[src/rtl/lds_pkg.sv]
package lds_pkg;
  localparam int unsigned NUM_FLAGS = 7;
  // flag vector positions
  localparam int unsigned F_OC1 = 0;
  localparam int unsigned F_OL1 = 1;
  localparam int unsigned F_SB1 = 2;
  localparam int unsigned F_OC2 = 3;
  localparam int unsigned F_OL2 = 4;
  localparam int unsigned F_SB2 = 5;
  localparam int unsigned F_THR = 6;

  typedef enum logic [1:0] {
    ST_IDLE = 2'd0,
    ST_RUN  = 2'd1,
    ST_HOLD = 2'd2
  } lds_state_e;

  // Byte layout is decoded by software; positions are fixed.
  function automatic logic [7:0] pack_diag(input logic test_run,
                                           input logic [NUM_FLAGS-1:0] hit);
    logic [7:0] d;
    d = '0;
    d[7] = test_run;
    d[0] = hit[F_THR];
    if (test_run) begin
      d[5] = hit[F_OL1];
      d[4] = hit[F_SB1];
      d[2] = hit[F_OL2];
      d[1] = hit[F_SB2];
    end else begin
      d[6] = hit[F_OC1];
      d[3] = hit[F_OC2];
    end
    return d;
  endfunction
endpackage

[src/rtl/lds_sync.sv]
module lds_sync #(
  parameter int unsigned WIDTH = 7
) (
  input  logic             clk_i,
  input  logic             rst_ni,
  input  logic [WIDTH-1:0] d_i,
  output logic [WIDTH-1:0] q_o
);
  logic [WIDTH-1:0] s1_q, s2_q;

  always_ff @(posedge clk_i or negedge rst_ni) begin
    if (!rst_ni) begin
      s1_q <= '0;
      s2_q <= '0;
    end else begin
      s1_q <= d_i;
      s2_q <= s1_q;
    end
  end

  assign q_o = s2_q;
endmodule

[src/rtl/lds_persist.sv]
module lds_persist #(
  parameter int unsigned WIN_CYC = 25000,
  localparam int unsigned CW = $clog2(WIN_CYC + 1)
) (
  input  logic clk_i,
  input  logic rst_ni,
  input  logic run_i,
  input  logic flag_i,
  output logic held_o
);
  logic [CW-1:0] cnt_q;

  always_ff @(posedge clk_i or negedge rst_ni) begin
    if (!rst_ni) begin
      cnt_q <= '0;
    end else if (!run_i || !flag_i) begin
      cnt_q <= '0;
    end else if (cnt_q != CW'(WIN_CYC)) begin
      cnt_q <= cnt_q + 1'b1;
    end
  end

  // high now and on every earlier window cycle
  assign held_o = flag_i && (cnt_q == CW'(WIN_CYC - 1));

  p_restart_r4: assert property (@(posedge clk_i) disable iff (!rst_ni)
    !flag_i |=> (cnt_q == '0));
  p_bound_r4: assert property (@(posedge clk_i) disable iff (!rst_ni)
    cnt_q <= CW'(WIN_CYC));
endmodule

[src/rtl/lds_irq.sv]
module lds_irq (
  input  logic clk_i,
  input  logic rst_ni,
  input  logic change_i,
  input  logic read_i,
  output logic irq_o,
  output logic set_o
);
  logic irq_q, set_q;

  always_ff @(posedge clk_i or negedge rst_ni) begin
    if (!rst_ni) begin
      irq_q <= 1'b0;
      set_q <= 1'b0;
    end else begin
      set_q <= change_i;
      if (change_i)    irq_q <= 1'b1;
      else if (read_i) irq_q <= 1'b0;
    end
  end

  assign irq_o = irq_q;
  assign set_o = set_q;

  p_set_has_irq_r9: assert property (@(posedge clk_i) disable iff (!rst_ni)
    set_o |-> irq_o);
  p_release_r10: assert property (@(posedge clk_i) disable iff (!rst_ni)
    (read_i && !change_i) |=> !irq_o);
endmodule

[src/rtl/load_diag_seq.sv]
module load_diag_seq
  import lds_pkg::*;
#(
  parameter int unsigned WIN_CYC = 25000
) (
  input  logic       clk_i,
  input  logic       rst_ni,
  input  logic       oc1_i,
  input  logic       ol1_i,
  input  logic       sb1_i,
  input  logic       oc2_i,
  input  logic       ol2_i,
  input  logic       sb2_i,
  input  logic       thr_i,
  input  logic       test_mode_i,
  input  logic       start_i,
  input  logic       drv1_en_i,
  input  logic       drv2_en_i,
  input  logic       read_done_i,
  output logic [7:0] diag_o,
  output logic       start_set_o,
  output logic       start_clr_o,
  output logic       irq_pd_o
);
  localparam int unsigned WCW = $clog2(WIN_CYC);
  localparam logic [WCW-1:0] LAST = WCW'(WIN_CYC - 1);

  logic [NUM_FLAGS-1:0] raw, flg, held;
  lds_state_e  state_q;
  logic [WCW-1:0] wc_q;
  logic        mode_q, clr_q, run, fin, bad_req, chg;
  logic [7:0]  diag_q, new_diag;

  always_comb begin
    raw        = '0;
    raw[F_OC1] = oc1_i;
    raw[F_OL1] = ol1_i;
    raw[F_SB1] = sb1_i;
    raw[F_OC2] = oc2_i;
    raw[F_OL2] = ol2_i;
    raw[F_SB2] = sb2_i;
    raw[F_THR] = thr_i;
  end

  lds_sync #(.WIDTH(NUM_FLAGS)) i_sync (
    .clk_i (clk_i),
    .rst_ni(rst_ni),
    .d_i   (raw),
    .q_o   (flg)
  );

  assign run = (state_q == ST_RUN);
  assign fin = run && (wc_q == LAST);

  for (genvar g = 0; g < NUM_FLAGS; g++) begin : g_flag
    lds_persist #(.WIN_CYC(WIN_CYC)) i_persist (
      .clk_i (clk_i),
      .rst_ni(rst_ni),
      .run_i (run),
      .flag_i(flg[g]),
      .held_o(held[g])
    );
  end

  assign new_diag = pack_diag(mode_q, held);
  assign chg      = fin && (new_diag[6:0] != diag_q[6:0]);
  assign bad_req  = !test_mode_i && !(drv1_en_i && drv2_en_i);

  always_ff @(posedge clk_i or negedge rst_ni) begin
    if (!rst_ni) begin
      state_q <= ST_IDLE;
      wc_q    <= '0;
      mode_q  <= 1'b0;
      diag_q  <= '0;
      clr_q   <= 1'b0;
    end else begin
      clr_q <= 1'b0;
      unique case (state_q)
        ST_IDLE: begin
          if (start_i) begin
            if (bad_req) begin
              clr_q <= 1'b1;
            end else begin
              mode_q  <= test_mode_i;
              wc_q    <= '0;
              state_q <= ST_RUN;
            end
          end
        end
        ST_RUN: begin
          wc_q <= wc_q + 1'b1;
          if (fin) begin
            diag_q  <= new_diag;
            state_q <= ST_HOLD;
          end
        end
        ST_HOLD: begin
          if (read_done_i) begin
            clr_q   <= 1'b1;
            state_q <= ST_IDLE;
          end
        end
        default: state_q <= ST_IDLE;
      endcase
    end
  end

  lds_irq i_irq (
    .clk_i   (clk_i),
    .rst_ni  (rst_ni),
    .change_i(chg),
    .read_i  (read_done_i),
    .irq_o   (irq_pd_o),
    .set_o   (start_set_o)
  );

  assign diag_o      = diag_q;
  assign start_clr_o = clr_q;

  p_normal_layout_r2: assert property (@(posedge clk_i) disable iff (!rst_ni)
    !diag_o[7] |-> (diag_o[5:4] == 2'b00 && diag_o[2:1] == 2'b00));
  p_test_layout_r3: assert property (@(posedge clk_i) disable iff (!rst_ni)
    diag_o[7] |-> (!diag_o[6] && !diag_o[3]));
  p_only_at_end_r5: assert property (@(posedge clk_i) disable iff (!rst_ni)
    !$stable(diag_o) |-> $past(fin));
  p_abort_keep_r6: assert property (@(posedge clk_i) disable iff (!rst_ni)
    (state_q == ST_IDLE && start_i && bad_req) |=>
      ($stable(diag_o) && start_clr_o && !$rose(irq_pd_o)));
  p_clear_on_read_r7: assert property (@(posedge clk_i) disable iff (!rst_ni)
    (state_q == ST_HOLD && read_done_i) |=> start_clr_o);
  p_no_early_clear_r7: assert property (@(posedge clk_i) disable iff (!rst_ni)
    run |=> !start_clr_o);
  p_irq_on_change_r8: assert property (@(posedge clk_i) disable iff (!rst_ni)
    $rose(irq_pd_o) |-> $past(fin));
  p_irq_sets_start_r9: assert property (@(posedge clk_i) disable iff (!rst_ni)
    $rose(irq_pd_o) |-> start_set_o);
  p_mode_held_r11: assert property (@(posedge clk_i) disable iff (!rst_ni)
    run |=> $stable(mode_q));
endmodule

[config.mk]
export PLATFORM = sky130hd
export DESIGN_NAME = load_diag_seq
export DESIGN_NICKNAME = d
export VERILOG_FILES = /design/src/rtl/lds_pkg.sv /design/src/rtl/lds_sync.sv /design/src/rtl/lds_persist.sv /design/src/rtl/lds_irq.sv /design/src/rtl/load_diag_seq.sv
export SDC_FILE = /design/constraint.sdc
export NUM_CORES = 1
export LEC_CHECK = 0
export BUFFER_PORTS_ARGS = -buffer_cell sky130_fd_sc_hd__buf_4
export CORE_AREA = 5 5 126 128
export DETAILED_ROUTE_END_ITERATION = 12
export DIE_AREA = 0 0 131 133
export PLACE_DENSITY = 0.72
export SLEW_MARGIN = 20
export SYNTH_ARGS = -nofsm -noshare
export SYNTH_HDL_FRONTEND = slang
export SYNTH_SLANG_ARGS = --single-unit
[constraint.sdc]
create_clock -name clk_i -period 2 [get_ports clk_i]
set_input_delay 0.4 -clock clk_i [delete_from_list [all_inputs] [get_ports clk_i]]
set_output_delay 0.4 -clock clk_i [all_outputs]
set_load 0.05 [all_outputs]
# == Word-level counts from Yosys, hierarchy flattened ==
# Cells that the tools add are included.
# word_totals
input_bits,14
elab_cells,121
ff_bits,148
# classes
addsub,8
eq_ne,22
bitwise_logic,1
n_mux,32
reduce_logical,42
# ops
operator,n
15-bit two-way mux,16
15-bit by 1-bit adder with 15-bit output (second input constant),8
15-bit == test (second input constant),8
15-bit != test (second input constant),7
15-bit one-hot mux with 2 select lines,1
2-bit nonzero test,9
2-bit two-way mux,6
1-bit logical AND,11
1-bit logical NOT,10
2-bit != test (second input constant),4
1-bit logical OR,7
1-bit two-way mux,7
7-bit != test,1
2-bit one-hot mux with 3 select lines,1
3-bit AND reduction,2
4-bit AND reduction,1
2-bit by 1-bit == test with 1-bit output (second input constant),1
2-bit == test (second input constant),1
2-bit logical NOT,1
1-bit one-hot mux with 2 select lines,1
2-bit AND reduction,1
1-bit NOT,1

# == Longest topological paths before layout ==
# Gate-level depths: netlist of the first run.
# depth
ltp_word,6
ltp_mapped,7
ltp_nobuf,7

# == Cells and area by module ==
# Synthesis of the first run repeated with hierarchy kept, for this count alone.
# hier_totals
hier_cells,749
area_unflattened_um2,7683.6
# modules_own_cells
module,cells_per_inst,area_each_um2,n_inst
lds_persist,84,828.3,7
load_diag_seq,143,1473.9,1
lds_sync,14,350.3,1
lds_irq,4,61.3,1

# == Worst setup path before layout of the first run ==
# Ideal clock, no wire load.
# synth_timing
path_kind,register -> register
from,reg g_flag[2].i_persist.cnt_q[12]
to,reg i_irq.set_q (netlist: i_irq.set_o)
t_required_ns,1.862
setup_time_ns,0.138
slack_ns,0.030
stages_incl_launch_ff,6
arrival_ns,1.832
path_cell_list,dfrtp_1 -> or4b_2 -> nor3_2 -> xor2_1 -> nor4_1 -> a21boi_0
# synth_between
elab_chain_len,5
# synth_lines
item,line_no,source
"start, declared",lds_persist.sv:11,logic [CW-1:0] cnt_q;
"start signal, assigned",lds_persist.sv:19,cnt_q <= cnt_q + 1'b1;
15-bit == test,lds_persist.sv:24,assign held_o = flag_i && (cnt_q == CW'(WIN_CYC - 1));
1-bit logical AND,lds_persist.sv:24,
2-bit two-way mux,lds_pkg.sv:25,if (test_run) begin
7-bit != test,load_diag_seq.sv:66,assign chg = fin && (new_diag[6:0] != diag_q[6:0]);
1-bit logical AND,load_diag_seq.sv:66,
net chg,load_diag_seq.sv:31,"logic mode_q, clr_q, run, fin, bad_req, chg;"
"end signal, assigned",lds_irq.sv:16,set_q <= change_i;
"end, declared",lds_irq.sv:9,"logic irq_q, set_q;"
# The timed path passes the listed nets, and every way through them passes these cells.
# A chain may end at the register's enable or synchronous reset.

# == Final worst setup path of the first run ==
# layout_timing
from,reg g_flag[4].i_persist.cnt_q[12]
to,reg i_irq.set_q (netlist: i_irq.set_o)
# layout_between
elab_chain_len,5
# layout_lines
item,line_no
"start, declared",lds_persist.sv:11
"start signal, assigned",lds_persist.sv:19
15-bit == test,lds_persist.sv:24
1-bit logical AND,lds_persist.sv:24
2-bit two-way mux,lds_pkg.sv:25
7-bit != test,load_diag_seq.sv:66
1-bit logical AND,load_diag_seq.sv:66
net chg,load_diag_seq.sv:31
# The timed path passes the listed nets, and every way through them passes these cells.

==> results.cfg, run 1 <==
[critical_path]
path_cells = nor4_4, nand3_1, nor4_2, buf_4, xor2_2, nor4_2, a21boi_0
cp.required_ps = 2290
crit_fanout = 4
cpMostUsedCell = nor4_2
worstPathArrival_ps = 2280
slowest_stage = dfrtp_2
cp-end-kind = flip-flop
r2r_slack_ps = 4
cpPeakStageDelay_ps = 450
worstSetupStartpointType = flip-flop
path_class = reg2reg

[global_route]
grt_pass1_wl_microns = 25200
antenna_found_initial = 0
grt_pass1_vias = 5363
grt_max_degree = 55
grt_usage_pct = 18.0
grt_overflow = 0

[timing]
worst_pin_slew_ps = 773
hold_viol = 0
hold_ws_ps = 81.3
final_max_slew_viol_count = 0
slew_headroom_pct = 48.0
rsz0062_at_grt = true
fin_skew_ps = 8.98
period_needed_ps = 2000
fin_ws_ps = 4.50
fin_crit_sh_pct = 99.8
finalSetupViolCount = 0
fmax_mhz = 501

[synthesis]
synth_top_family_by_area = simple AND/OR/NAND/NOR gates
synth_fa_ha_area_share_pct = 2.64
synth-edff-count = 0
ys_seq_elements = 148
synth.top_cell.area_share_pct = 52.0
synthMuxAreaShare_pct = 1.99
synthXorXnorAreaFrac_pct = 11.8
avgSynthCellArea_sq_um = 9.97
syn_area_sq_um = 7120
ys_seq_area_share_pct = 52.0
syn_nets = 743
synth_area_leaders = dfrtp_1, xor2_1, nor2_1, xnor2_1, nand3_1
synthCells = 714
synth_top_area_cell = dfrtp_1
yosys.area_share.simple_pct = 25.9
synthArstFlopShare_pct = 100
yosysUniqueCellTypes = 46
synth_compound_area_share_pct = 3.64
synth-main-ff-cell = dfrtp_1
ys_warn_count = 0

[detailed_routing]
wl_per_cell_microns = 15.4
viasPerCell = 5.43
drc = 0
drt_iter0_markers = 525
num_vias = 5317
wl_microns = 15100
firstDrtPassIters = 4
ant_nets = 0

[cts]
cts_tree = done
cts_made_buffers = 17
h-tree-depth = 4
clk_pin_slew_ps = 60
cts.sinks = 148
clock_path_buffers = 2
worst_skew_pair.late_latency_ps = 430
root_buffer = clkbuf_16

[power]
power.density_nw_per_um2 = 854
intPower_uw = 5340
p_sw_share_pct = 26.4
power_frac_seq_pct = 45.6
combPwrFrac_pct = 10.7
p_leak_uw = 0.00371
ir_drop_mv = 0.771
switching_power_uw = 1910
p_clk_share_pct = 43.7

[floorplanning]
die_area_sq_um = 17400
die_w_microns = 131
initial_core_util_pct = 48.3
die_height_microns = 133
rows = 45
ios = 25
core_area_sq_um = 14800

[final_layout]
multi_input_area_sq_um = 3390
final_util_pct = 57.6
drive_above_1_share_pct = 16.4
stdcell_area_sq_um = 8500
antenna_cells = 0
n_fill_cell = 1211
syn2layout_area_growth_pct = 19.4
regArea_sq_um = 3710
nets = 807

[run_status]
status = complete, no violations

[place]
place_ws_ps = -122
place_congestion = 0.902
portBuffers = 24
dpl-instance-area_sq_um = 7750
place_hpwl_microns = 9950

[job]
drv_cap = 0

[hold_path]
holdCritPathClass = in2reg
worst paths after layout:
check                                                      to                     startpoint  cells past startpoint
worst max-delay path                              i_irq.set_o  g_flag[4].i_persist.cnt_q[12]                      7
worst min-delay path                           i_sync.s1_q[5]                          sb2_i                      1
worst max register to register                    i_irq.set_o  g_flag[4].i_persist.cnt_q[12]                      7
worst min register to register                  i_sync.q_o[2]                 i_sync.s1_q[2]                      0
max in group asynchronous       g_flag[5].i_persist.cnt_q[10]                         rst_ni                      3
min in group asynchronous        g_flag[4].i_persist.cnt_q[9]                         rst_ni                      2
registers in the layout, summed over array words and instances, names as in the netlist:
name / count
wc_q: 15
i_irq.irq_o: 1
g_flag.i_persist.cnt_q: 105
i_sync.q_o: 7
mode_q: 1
i_irq.set_o: 1
diag_o: 8
state_q: 2
start_clr_o: 1
i_sync.s1_q: 7
layout by cell type, fill, tap and decap left out, types with 21 or more instances in the layout:
cell,instances
nor2_1,122
inv_1,21
dfrtp_1,146
nand2_1,49
nand4_1,27
a21oi_1,24
xor2_1,63
buf_4,55
xnor2_1,32
nand3_1,47
repair_timing:
action | CTS | global route
setup endpoints to repair | 10 | 16
gates resized for setup | 6 | 19
hold endpoints to repair | 51 | 0
pin swaps | 3 | 3
buffers inserted | 0 | 4
hold buffers | 1 | 0
layout make-up:
cell class / instances / share of cell area [%]
inverter: 22 / 0.971
tap: 188 / 2.77
clock buffer: 18 / 5.17
timing repair buffer: 60 / 5.81
sequential: 148 / 43.6
clock inverter: 14 / 1.77
multi-input combinational: 529 / 39.9
layer usage:
layer / global-route usage (%) / up-vias / wire length, microns
met5: 0 / - / 0
met4: 5.26 / 0 / 199
met2: 29.0 / 73 / 7610
met3: 4.88 / 20 / 484
li1: - / 2574 / -
met1: 23.8 / 2650 / 6760
stage by stage:
stage	total power [uW]	instances	setup TNS [ps]
floorplan	3770	714	0
global placement	4030	942	-67.6
detailed placement	4080	942	-455
CTS	7290	975	-12.3
global route	7580	979	-270
finish	7260	979	0
worst max-delay path, delay by kind of cell, from the launching register on:
family / cells / cell delay (ps)
buf+inv: 1 / 180
simple gates: 4 / 1010
flops: 1 / 450
compound gates: 1 / 140
xor+xnor: 1 / 70
cell families (layout without fill, tap and decap cells):
group                    count (synthesis)  in the layout
buffers and inverters                   37            114
flip-flops                             148            148
XOR/XNOR                                96             96
AND/OR/NAND/NOR                        357            357
AO/OA/AOI/OAI                           48             48
multiplexers                            13             13
adder cells (fa/ha/maj)                 15             15
power by group through the flow:
stage | Combinational, uW | Sequential [uW] | Clock, uW
after global placement | 685 | 3350 | 0
after floorplan | 447 | 3320 | 0
after CTS | 740 | 3310 | 3240
final | 775 | 3310 | 3170
after detailed placement | 725 | 3360 | 0
after global routing | 868 | 3330 | 3370
cells in the mapped netlist, types with 2 or more instances:
| library cell | count |
|---|---|
| nand3_1 | 47 |
| a21o_1 | 3 |
| nand4b_1 | 6 |
| inv_1 | 22 |
| a22o_1 | 2 |
| clkbuf_1 | 12 |
| nor3b_1 | 4 |
| or4b_2 | 2 |
| nor4_1 | 9 |
| nand3b_1 | 3 |
| nand2_1 | 50 |
| mux2i_1 | 4 |
| and2_1 | 5 |
| o21ai_1 | 2 |
| xor2_1 | 64 |
| mux2_2 | 9 |
| o21ai_0 | 14 |
| or3_1 | 17 |
| ha_1 | 15 |
| nor4bb_1 | 4 |
| nor3_1 | 13 |
| nand4_1 | 27 |
| a21oi_1 | 25 |
| nor2_1 | 122 |
| dfrtp_1 | 148 |
| nor2b_1 | 4 |
| and4_1 | 4 |
| nand2b_1 | 5 |
| nor4b_1 | 3 |
| and3_1 | 18 |
| or4_1 | 2 |
| and4b_1 | 2 |
| buf_2 | 3 |
| xnor2_1 | 32 |
Note: power is estimated with default switching activity, not from simulation.
==> inputs of run 2 (changes only) <==
--- a/config.mk
+++ b/config.mk
@@ -6,11 +6,12 @@
 export NUM_CORES = 1
 export LEC_CHECK = 0
 export BUFFER_PORTS_ARGS = -buffer_cell sky130_fd_sc_hd__buf_4
-export CORE_AREA = 5 5 126 128
+export CORE_AREA = 5 5 140 142
 export DETAILED_ROUTE_END_ITERATION = 12
-export DIE_AREA = 0 0 131 133
-export PLACE_DENSITY = 0.72
+export DIE_AREA = 0 0 145 147
+export PLACE_DENSITY = 0.64
 export SLEW_MARGIN = 20
 export SYNTH_ARGS = -nofsm -noshare
 export SYNTH_HDL_FRONTEND = slang
+export SYNTH_HIERARCHICAL = 1
 export SYNTH_SLANG_ARGS = --single-unit
==> constraint.sdc (replaced) <==
create_clock -name clk_i -period 2 [get_ports clk_i]
set_input_delay 0.4 -clock clk_i [delete_from_list [all_inputs] [get_ports clk_i]]
set_output_delay 0.4 -clock clk_i [all_outputs]
set_load 0.1 [all_outputs]
==> run 2 against run 1 <==
The flow now finishes with violations (negative setup slack). Count of clock-buffer cells in the layout increased by 1. Cell count increased by 9.4%. Via count increased by 6.9%. Sequential cell count unchanged. Die area increased by 22%. Sequential power increased by 1%. Critical path depth increased by 1. Clock power increased by 7.9%. Largest cell class is now multi-input combinational cells. Largest power group is now the clock network. Highest routed layer unchanged.
==> results.cfg, run 2 <==
[critical_path]
path_class = reg2reg
worstPathArrival_ps = 2370
cp.required_ps = 2370
worstSetupStartpointType = flip-flop
crit_fanout = 3
cp-end-kind = flip-flop

[synthesis]
synth-main-ff-cell = dfrtp_1
ys_seq_elements = 148
synthTopCellsByCount = dfrtp_1, nor2_1, xor2_1, nand3_1, nand4_1
ys_seq_area_share_pct = 48.2
syn_area_sq_um = 7680
avgSynthCellArea_sq_um = 10.3
ys_warn_count = 6
syn_nets = 785
synth_top_area_cell = dfrtp_1
synthCells = 749
synth_area_leaders = dfrtp_1, xor2_1, nor2_1, nand3_1, ha_1
synth.top_cell.area_share_pct = 48.2
synth-edff-count = 0
synthArstFlopShare_pct = 100
synth_most_common_cell = dfrtp_1
yosysUniqueCellTypes = 55

[global_route]
grt_max_degree = 46
grt_usage_pct = 15.1
grt_overflow = 0
antenna_found_initial = 0
grt_pass1_vias = 5680
grt_pass1_wl_microns = 27200

[final_layout]
most-common-layout-cells = dfrtp_1, nor2_1, buf_4
antenna_cells = 0
largest_register_ffs = 105
final_util_pct = 50.4
final_common_cell = dfrtp_1
nets = 860
largest_register = g_flag.i_persist/cnt_q
syn2layout_area_growth_pct = 20.2
drive_above_1_share_pct = 18.0

[timing]
fin_crit_sh_pct = 100
hold_viol = 0
finalSetupViolCount = 1
fin_ws_ps = -8.54
worst_pin_slew_ps = 467
fin_skew_ps = 19.0
slew_headroom_pct = 68.9
rsz0062_at_grt = true
final_max_slew_viol_count = 0
hold_ws_ps = 79.8
fmax_mhz = 498
period_needed_ps = 2010
finalSetupTns_ps = -8.54

[cts]
h-tree-depth = 4
clock_path_buffers = 2
root_buffer = clkbuf_16
cts_tree = done
cts.sinks = 148
clk_pin_slew_ps = 60
cts_made_buffers = 17
worst_skew_pair.late_latency_ps = 420

[floorplanning]
initial_core_util_pct = 41.9
ios = 25
die_w_microns = 145
die_height_microns = 147
rows = 50
core_area_sq_um = 18300
die_area_sq_um = 21300

[place]
place_hpwl_microns = 10900
place_congestion = 0.801
portBuffers = 24

[job]
drv_cap = 0

[run_status]
violations = negative setup slack
status = finished with violations

[power]
power.density_nw_per_um2 = 828
ir_drop_mv = 0.722
p_leak_uw = 0.00414
p_total_uw = 7650

[detailed_routing]
wl_per_cell_microns = 14.7
ant_nets = 0
drt_iter0_markers = 316
viasPerCell = 5.31
wl_microns = 15800
num_vias = 5685
firstDrtPassIters = 4
drc = 0

[hold_path]
holdCritPathClass = in2reg
-- run 2: worst max-delay path, stage by stage (launching register included) --
cell and delay [ps]:
dfrtp_1 390, nor4bb_2 410, nand3_2 140, nor2_4 180
buf_6 120, o21ai_0 100, a32o_2 290, a41oi_2 220
a21o_1 100
-- run 2: timing repair --
item	in CTS	in global routing
setup buffers	0	1
endpoints found under the setup margin	2	2
pin swaps	4	7
resized for setup	11	12
hold buffers	1	0
gates cloned	0	0
endpoints found under the hold margin	42	0
-- run 2: worst paths after layout --
check	from	endpoint	slack [ps]	cells past startpoint
max reg2reg	g_flag[5].i_persist/cnt_q[10]	i_irq/irq_o	-9	8
max	g_flag[5].i_persist/cnt_q[10]	i_irq/irq_o	-9	8
min	ol2_i	i_sync/s1_q[4]	80	1
min reg2reg	i_sync/s1_q[5]	i_sync/q_o[5]	350	0
min in group asynchronous	rst_ni	g_flag[1].i_persist/cnt_q[1]	490	2
max in group asynchronous	rst_ni	g_flag[5].i_persist/cnt_q[14]	820	3
-- run 2: area by class of cell --
| class | count | area [sq um] |
|---|---|---|
| Clock inverter | 13 | 196 |
| Multi-Input combinational cell | 554 | 3850 |
| Inverter | 20 | 75.1 |
| Clock buffer | 19 | 443 |
| Sequential cell | 148 | 3700 |
| Tap cell | 234 | 293 |
| Timing Repair Buffer | 83 | 671 |
| Fill cell | 1657 | 9100 |
-- run 2: layer usage --
layer / GRT usage, % / wire length [microns] / part of all wire (%) / vias to the layer above
met3: 3.02 / 358 / 2.3 / 10
met1: 20.0 / 7660 / 49 / 2783
met2: 25.2 / 7600 / 48 / 52
met5: 0 / 0 / 0 / -
li1: - / - / - / 2840
met4: 4.66 / 172 / 1.1 / 0
-- run 2: stage by stage --
stage	instances	instance area (sq um)	setup WS, ps
3_3_place_gp	1037	8450	-53.5
5_1_grt	1071	9230	-134
2_1_floorplan	749	7690	37.9
4_1_cts	1070	9160	1.44
6_report	1071	9230	-8.54
3_5_place_dp	1037	8450	-113
-- run 2: where the power goes --
| group | internal (uW) | switching (uW) |
|---|---|---|
| clock network | 2140 | 1280 |
| logic | 366 | 508 |
| registers | 3150 | 194 |
-- run 2: cell families after synthesis --
family | after synthesis | synth area share, %
xor gates and xnor gates | 81 | 9.23
and+or+nand+nor | 367 | 28.5
AOI/OAI and AO/OA | 76 | 6.04
adders and majority gates | 22 | 3.58
muxes | 8 | 1.12
buffers and inverters | 47 | 3.32
DFF | 148 | 48.2
